$ cat config.mk
export PLATFORM = sky130hd
export DESIGN_NAME = fpu_trap_ctrl
export DESIGN_NICKNAME = d
export VERILOG_FILES = /design/src/rtl/fpx_pkg.sv /design/src/rtl/fpx_cause_map.sv /design/src/rtl/fpx_entry_seq.sv /design/src/rtl/fpu_trap_ctrl.sv
export SDC_FILE = /design/constraint.sdc
export NUM_CORES = 1
export LEC_CHECK = 0
export BUFFER_PORTS_ARGS = -buffer_cell sky130_fd_sc_hd__buf_2
export CORE_ASPECT_RATIO = 1.5
export CORE_MARGIN = 2
export CORE_UTILIZATION = 50
export DETAILED_ROUTE_END_ITERATION = 6
export GPL_ROUTABILITY_DRIVEN = 0
export PLACE_DENSITY = 0.83
export SLEW_MARGIN = 15
export SYNTH_ARGS = -nofsm -noshare
export SYNTH_HDL_FRONTEND = slang
export SYNTH_HIERARCHICAL = 1
export SYNTH_SLANG_ARGS = --single-unit
$ cat constraint.sdc
create_clock -name clk -period 3.11 [get_ports clk]
set_input_delay 0.1555 -clock clk [delete_from_list [all_inputs] [get_ports clk]]
set_output_delay 0.1555 -clock clk [all_outputs]
set_load 0.01 [all_outputs]
$ cat src/rtl/fpx_pkg.sv
package fpx_pkg;
    localparam int CAUSE_W = 5;
    localparam int CODE_W  = 12;

    // cause / enable bit positions
    localparam int C_V = 4;
    localparam int C_Z = 3;
    localparam int C_O = 2;
    localparam int C_U = 1;
    localparam int C_I = 0;

    localparam logic [CODE_W-1:0] CODE_OFF   = 12'h1c0;
    localparam logic [CODE_W-1:0] CODE_UNIMP = 12'h1c8;
    localparam logic [CODE_W-1:0] CODE_SIG   = 12'h1d0;

    typedef enum logic [1:0] {
        SEQ_IDLE,
        SEQ_PUSH_PC,
        SEQ_PUSH_PSW,
        SEQ_FINISH
    } seq_e;

    typedef struct packed {
        logic [CAUSE_W-1:0] cause;
        logic               wb;
        logic               qnan;
        logic               trap;
        logic [CODE_W-1:0]  code;
    } verdict_t;
endpackage

$ cat src/rtl/fpx_cause_map.sv
module fpx_cause_map
    import fpx_pkg::*;
(
    input  logic               fpu_en,
    input  logic               unimp,
    input  logic               st_invalid,
    input  logic               st_divzero,
    input  logic               st_ovf,
    input  logic               st_unf,
    input  logic               st_denorm,
    input  logic               st_inexact,
    input  logic               st_rounded,
    input  logic [CAUSE_W-1:0] enable,
    output verdict_t           verdict
);
    always_comb begin
        verdict       = '0;
        if (!fpu_en) begin
            verdict.trap = 1'b1;
            verdict.code = CODE_OFF;
        end else if (unimp) begin
            verdict.trap = 1'b1;
            verdict.code = CODE_UNIMP;
        end else begin
            if (st_invalid) begin
                if (enable[C_V]) verdict.cause[C_V] = 1'b1;
                else             verdict.qnan       = 1'b1;
            end else if (st_divzero && enable[C_Z]) begin
                verdict.cause[C_Z] = 1'b1;
            end else if (st_ovf && enable[C_O]) begin
                verdict.cause[C_O] = 1'b1;
            end else if ((st_unf || st_denorm) && enable[C_U]) begin
                verdict.cause[C_U] = 1'b1;
            end else if ((st_inexact || st_rounded) && enable[C_I]) begin
                verdict.cause[C_I] = 1'b1;
            end
            verdict.wb   = (verdict.cause == '0);
            verdict.trap = !verdict.wb;
            verdict.code = verdict.wb ? '0 : CODE_SIG;
        end
    end
endmodule

$ cat src/rtl/fpx_entry_seq.sv
module fpx_entry_seq
    import fpx_pkg::*;
#(
    parameter int          ADDR_W     = 32,
    parameter int          PSW_W      = 16,
    parameter logic [31:0] HANDLER_PC = 32'h4000_0008
) (
    input  logic              clk,
    input  logic              rst_n,
    input  logic              start,
    input  logic [ADDR_W-1:0] pc_in,
    input  logic [PSW_W-1:0]  psw_in,
    input  logic [ADDR_W-1:0] sp_in,
    output logic              busy,
    output logic              mem_we,
    output logic              mem_word,
    output logic [ADDR_W-1:0] mem_addr,
    output logic [ADDR_W-1:0] mem_data,
    output logic              sp_we,
    output logic [ADDR_W-1:0] sp_new,
    output logic              ie_clr,
    output logic              pc_we,
    output logic [ADDR_W-1:0] pc_new
);
    localparam logic [ADDR_W-1:0] PC_SLOT  = ADDR_W'(4);
    localparam logic [ADDR_W-1:0] PSW_SLOT = ADDR_W'(8);

    typedef struct packed {
        seq_e              st;
        logic [ADDR_W-1:0] pc;
        logic [PSW_W-1:0]  psw;
        logic [ADDR_W-1:0] sp;
    } seq_t;

    seq_t s_d, s_q;

    always_comb begin
        s_d = s_q;
        unique case (s_q.st)
            SEQ_IDLE: if (start) begin
                s_d.st  = SEQ_PUSH_PC;
                s_d.pc  = pc_in;
                s_d.psw = psw_in;
                s_d.sp  = sp_in;
            end
            SEQ_PUSH_PC:  s_d.st = SEQ_PUSH_PSW;
            SEQ_PUSH_PSW: s_d.st = SEQ_FINISH;
            default:      s_d.st = SEQ_IDLE;
        endcase
    end

    always_ff @(posedge clk or negedge rst_n) begin
        if (!rst_n) s_q <= '{st: SEQ_IDLE, default: '0};
        else        s_q <= s_d;
    end

    always_comb begin
        busy     = (s_q.st != SEQ_IDLE);
        mem_we   = (s_q.st == SEQ_PUSH_PC) || (s_q.st == SEQ_PUSH_PSW);
        mem_word = (s_q.st == SEQ_PUSH_PC);
        mem_addr = '0;
        mem_data = '0;
        if (s_q.st == SEQ_PUSH_PC) begin
            mem_addr = s_q.sp - PC_SLOT;
            mem_data = s_q.pc;
        end else if (s_q.st == SEQ_PUSH_PSW) begin
            mem_addr = s_q.sp - PSW_SLOT;
            mem_data = ADDR_W'(s_q.psw);
        end
        sp_we  = (s_q.st == SEQ_FINISH);
        sp_new = sp_we ? (s_q.sp - PSW_SLOT) : '0;
        ie_clr = sp_we;
        pc_we  = sp_we;
        pc_new = sp_we ? ADDR_W'(HANDLER_PC) : '0;
    end
endmodule

$ cat src/rtl/fpu_trap_ctrl.sv
module fpu_trap_ctrl
    import fpx_pkg::*;
#(
    parameter int          ADDR_W     = 32,
    parameter int          PSW_W      = 16,
    parameter logic [31:0] HANDLER_PC = 32'h4000_0008
) (
    input  logic               clk,
    input  logic               rst_n,
    input  logic               issue_i,
    input  logic               fpu_en_i,
    input  logic               unimp_i,
    input  logic               st_invalid_i,
    input  logic               st_divzero_i,
    input  logic               st_ovf_i,
    input  logic               st_unf_i,
    input  logic               st_denorm_i,
    input  logic               st_inexact_i,
    input  logic               st_rounded_i,
    input  logic [CAUSE_W-1:0] trap_en_i,
    input  logic [ADDR_W-1:0]  pc_i,
    input  logic [PSW_W-1:0]   psw_i,
    input  logic [ADDR_W-1:0]  sp_i,
    output logic [CAUSE_W-1:0] cause_o,
    output logic               wb_en_o,
    output logic               wb_qnan_o,
    output logic               trap_o,
    output logic [CODE_W-1:0]  trap_code_o,
    output logic               busy_o,
    output logic               mem_we_o,
    output logic               mem_word_o,
    output logic [ADDR_W-1:0]  mem_addr_o,
    output logic [ADDR_W-1:0]  mem_data_o,
    output logic               sp_we_o,
    output logic [ADDR_W-1:0]  sp_o,
    output logic               ie_clr_o,
    output logic               pc_we_o,
    output logic [ADDR_W-1:0]  pc_o
);
    verdict_t vd;
    verdict_t r_d, r_q;
    logic     accept;

    fpx_cause_map u_map (
        .fpu_en     (fpu_en_i),
        .unimp      (unimp_i),
        .st_invalid (st_invalid_i),
        .st_divzero (st_divzero_i),
        .st_ovf     (st_ovf_i),
        .st_unf     (st_unf_i),
        .st_denorm  (st_denorm_i),
        .st_inexact (st_inexact_i),
        .st_rounded (st_rounded_i),
        .enable     (trap_en_i),
        .verdict    (vd)
    );

    assign accept = issue_i && !busy_o;

    always_comb begin
        r_d      = r_q;
        r_d.wb   = 1'b0;
        r_d.qnan = 1'b0;
        r_d.trap = 1'b0;
        if (accept) r_d = vd;
    end

    always_ff @(posedge clk or negedge rst_n) begin
        if (!rst_n) r_q <= '0;
        else        r_q <= r_d;
    end

    assign cause_o     = r_q.cause;
    assign wb_en_o     = r_q.wb;
    assign wb_qnan_o   = r_q.qnan;
    assign trap_o      = r_q.trap;
    assign trap_code_o = r_q.code;

    fpx_entry_seq #(
        .ADDR_W     (ADDR_W),
        .PSW_W      (PSW_W),
        .HANDLER_PC (HANDLER_PC)
    ) u_seq (
        .clk      (clk),
        .rst_n    (rst_n),
        .start    (accept && vd.trap),
        .pc_in    (pc_i),
        .psw_in   (psw_i),
        .sp_in    (sp_i),
        .busy     (busy_o),
        .mem_we   (mem_we_o),
        .mem_word (mem_word_o),
        .mem_addr (mem_addr_o),
        .mem_data (mem_data_o),
        .sp_we    (sp_we_o),
        .sp_new   (sp_o),
        .ie_clr   (ie_clr_o),
        .pc_we    (pc_we_o),
        .pc_new   (pc_o)
    );
endmodule

==> PnR_summary.wiki <==
{| class="wikitable"
! Metric !! Value
|-
| Residual antenna-violating net count after detailed routing || 0
|-
| Post-route DRC || 0
|-
| Maximum number of pins on one net before global-route repair || 103
|-
| Highest achievable clock rate || between 300 and 400 MHz
|-
| Synthesized flop and latch total || 102
|-
| Worst-case clock skew || 0.00762 ns
|-
| Post-layout worst setup margin || 0.122 ns
|-
| Max-capacitance violation count || 0
|-
| Max H-tree Level || 3
|-
| Start point of the critical path || u_seq/s_q[12]
|-
| Half-perimeter wire length after detailed placement || 12.7 mm
|-
| Ratio of cells with drive above 1 in the final layout || 0.465
|-
| Static leakage || a little under 4 nW
|-
| Placement row count || 51
|-
| Die footprint || around 14,000 µm²
|-
| Clock network latency to the later pin of the worst-skew pair || 0.34 ns
|-
| Area growth from synthesis to layout || 20.8%
|-
| Critical path endpoint category || output pin
|-
| Worst flop-to-flop path endpoint || u_seq/s_q[5]
|-
| Drt total wl || around 17 mm
|-
| Total number of clock tree sinks || 102
|-
| Clock tree root buffer cell || clkbuf_16
|-
| Average cell area after synthesis || 10.4 µm²
|-
| Worst-case setup slack after placement || 0.361 ns
|-
| Clock tree from TritonCTS || built
|-
| DR iter-0 viols || ~230
|-
| Flop-to-flop setup slack || 0.73 ns
|-
| Met1 wire length || between 6 and 7 mm
|-
| Final worst path period need || ~3 ns
|-
| Critical Setup Path Class || register to output pin
|-
| Post-route fraction of the period consumed by the critical path || 0.961
|-
| Number of flops mapped to enable cells by yosys || 0
|-
| Via count of the first global-routing pass || 5,182
|-
| Number of antenna violations at the first check in global routing || 0
|-
| Worst supply voltage drop on vdd || 0.000650 V
|-
| Overall Global Routing Usage || 0.230
|-
| Final standard cell area without fillers || between 7000 and 8000 µm²
|-
| Worst-path fanout max || 12
|-
| Initial cell density of the core || 0.507
|-
| Via-to-Cell Ratio || 5.40
|-
| Slew @ Worst Pin || just over 0.6 ns
|-
| Required arrival time at the worst endpoint || 2.95 ns
|-
| Most used flip-flop cell after synthesis || dfrtp_1
|-
| Slew margin rel. || 0.586
|-
| Class of the tightest hold or removal check || primary input to register
|-
| Power per cell area || 983 nW/µm²
|-
| Outcome || finished clean
|-
| Die Height || about 140 µm
|-
| Number of slew-limit violations in the final report || 0
|-
| Setup repair after global routing missed its margin || no
|-
| Count of final hold-check violations || 0
|-
| Worst Path Arrival || 2.83 ns
|-
| Floorplan die width || between 90 and 100 µm
|-
| Crit Reg-Reg Startpoint || u_seq/s_q[80]
|-
| Yosys cell types || 72
|-
| Total setup violations reported at the end of the flow || 0
|-
| Share of synthesized flip-flops with an asynchronous set or reset || 1.00
|-
| Worst setup path end || mem_addr_o[31]
|-
| Placed Instance Area || 7580 µm²
|-
| Topmost layer with routed signal wires || met4
|-
| Number of buffers added on ports || 220
|-
| Amount of wire on met2 after detailed routing || 8.90 mm
|-
| Routed WL per cell || between 15 and 20 µm
|-
| Yosys Warn Count || 6
|-
| Final-stage net count || 927
|-
| Total number of vias || 5,334
|-
| Detailed-routed wire length on met3 || 1.24 mm
|-
| Number of clock buffers inserted by TritonCTS || 9
|-
| Global-route wire length before repair || 25.8 mm
|-
| Hold WS || 0.0413 ns
|-
| Total negative slack for setup checks || 0 ns
|-
| Global route total overflow || 0
|-
| Buffer depth of the longest clock path || 2
|-
| Sequential share of the synthesized area || 0.390
|-
| Core footprint || 12,900 µm²
|-
| Pre-Repair DR Iteration Count || 5
|-
| Combined area of all synthesized cells || approximately 6500 µm²
|-
| Number of primary I/O pins || 251
|-
| Count of cells along the worst register-to-register path || 8
|-
| Critical Path Source Type || register
|-
| Clock slew at the register clock pins of the worst setup and hold paths || ~0.07 ns
|-
| Gate count after technology mapping || between 600 and 700
|}
-- worst max-delay path, stage by stage (launching register included) --
cell and delay (ns):
dfrtp_1 0.51, or4_4 0.57, or3_4 0.43, nor4_4 0.27, buf_4 0.18, nand4_1 0.08, a21oi_1 0.26, buf_2 0.18
-- routing by layer --
metal  up-vias  track usage
met3        34       0.0551
met4         0       0.0965
li1       2508            -
met1      2547        0.253
met5         -            0
met2       245        0.424
-- flip-flops by register name (all words and copies together) (netlist names) --
signal and flops:
cause_o 5, trap_code_o 12, trap_o 1, u_seq/s_q 82
wb_en_o 1, wb_qnan_o 1
-- synthesized netlist by cell type, drive strengths merged (4+ instances only) --
library cell / n / area, µm²
xnor2: 21 / 184
a31oi: 4 / 25.0
clkbuf: 32 / 120
a22o: 16 / 140
nand2: 26 / 97.6
nor2b: 9 / 71.3
buf: 60 / 433
mux2: 97 / 1160
and2: 49 / 310
o21ai: 19 / 95.1
inv: 12 / 45.0
nor4: 13 / 134
and3: 4 / 26.3
or3: 8 / 55.1
a21oi: 17 / 85.1
dfrtp: 102 / 2550
a21o: 4 / 30.0
nand3: 7 / 45.0
xor2: 13 / 114
or4: 4 / 33.8
nand4: 7 / 43.8
nor3: 14 / 85.1
nor2: 31 / 119
o21a: 5 / 37.5
ha: 7 / 87.6
-- cells in the final DEF (no fill, tap or decap), types with 4 or more instances in the layout --
master	synthesis	final
or3_1	7	7
mux2_4	17	17
nor4_1	6	6
buf_4	44	17
a31oi_1	4	4
nor2b_1	7	6
xor2_1	13	13
nand3_1	5	5
a21oi_1	17	17
mux2_2	80	80
ha_1	7	6
conb_1	2	37
dfrtp_1	102	102
buf_2	3	219
nor3_1	11	11
o21ai_0	17	17
clkbuf_16	0	9
o21a_1	5	5
xnor2_1	21	21
inv_1	12	11
nand4_1	7	7
nand2_1	26	25
a21o_1	4	4
nor4_2	6	6
and2_1	46	46
a22o_1	16	16
nor2_1	30	30
-- power breakdown --
group          internal [mW]  switching, mW  leakage [nW]
Sequential              1.95          0.703          1.23
Clock                  0.557          0.541         0.136
Combinational           1.94           2.07          2.54
Total                   4.45           3.31          3.91
-- per-stage QoR --
stage	cells	util	total power, mW
floorplan	665	-	5.31
global placement	968	0.588	6.55
detailed placement	968	0.588	6.67
CTS	986	0.611	7.79
global route	987	0.613	8.30
finish	988	0.613	7.76
-- cell families after synthesis --
logic type | Yosys count | synth area share
DFF | 102 | 0.390
adders and majority gates | 7 | 0.0134
AOI/OAI and AO/OA | 94 | 0.101
and+or+nand+nor | 187 | 0.176
xor gates and xnor gates | 34 | 0.0455
other | 2 | 0.00115
buffers and inverters | 104 | 0.0914
muxes | 100 | 0.181
-- worst min-delay path by stage --
stage             from             to  slack, ns  cells after the start
5_1_grt        sp_i[7]   u_seq/s_q[7]       0.02                      2
3_5_place_dp     rst_n  u_seq/s_q[43]       0.27                      2
2_1_floorplan    rst_n     cause_o[0]      -0.14                      0
6_report       sp_i[6]   u_seq/s_q[6]       0.04                      2
3_3_place_gp     rst_n  u_seq/s_q[43]       0.26                      2
4_1_cts        sp_i[7]   u_seq/s_q[7]       0.03                      2
-- final cells by class --
cell class | count | area, µm²
Fill cell | 1115 | 4990
Multi-Input combinational cell | 459 | 3540
Sequential cell | 102 | 2550
Timing Repair Buffer | 239 | 1270
Clock buffer | 10 | 229
Tap cell | 159 | 199
Clock inverter | 6 | 55.1
Inverter | 12 | 45.0
Antenna cell | 1 | 2.50
-- what timing repair did --
action                                 in CTS  in global routing
gates resized for setup                     0                  2
hold buffers                                1                  0
buffers inserted                            1                  1
endpoints found under the hold margin     102                  0
pin swaps                                   1                  1
setup endpoints to repair                   1                 12
Note: power is estimated with default switching activity, not from simulation.
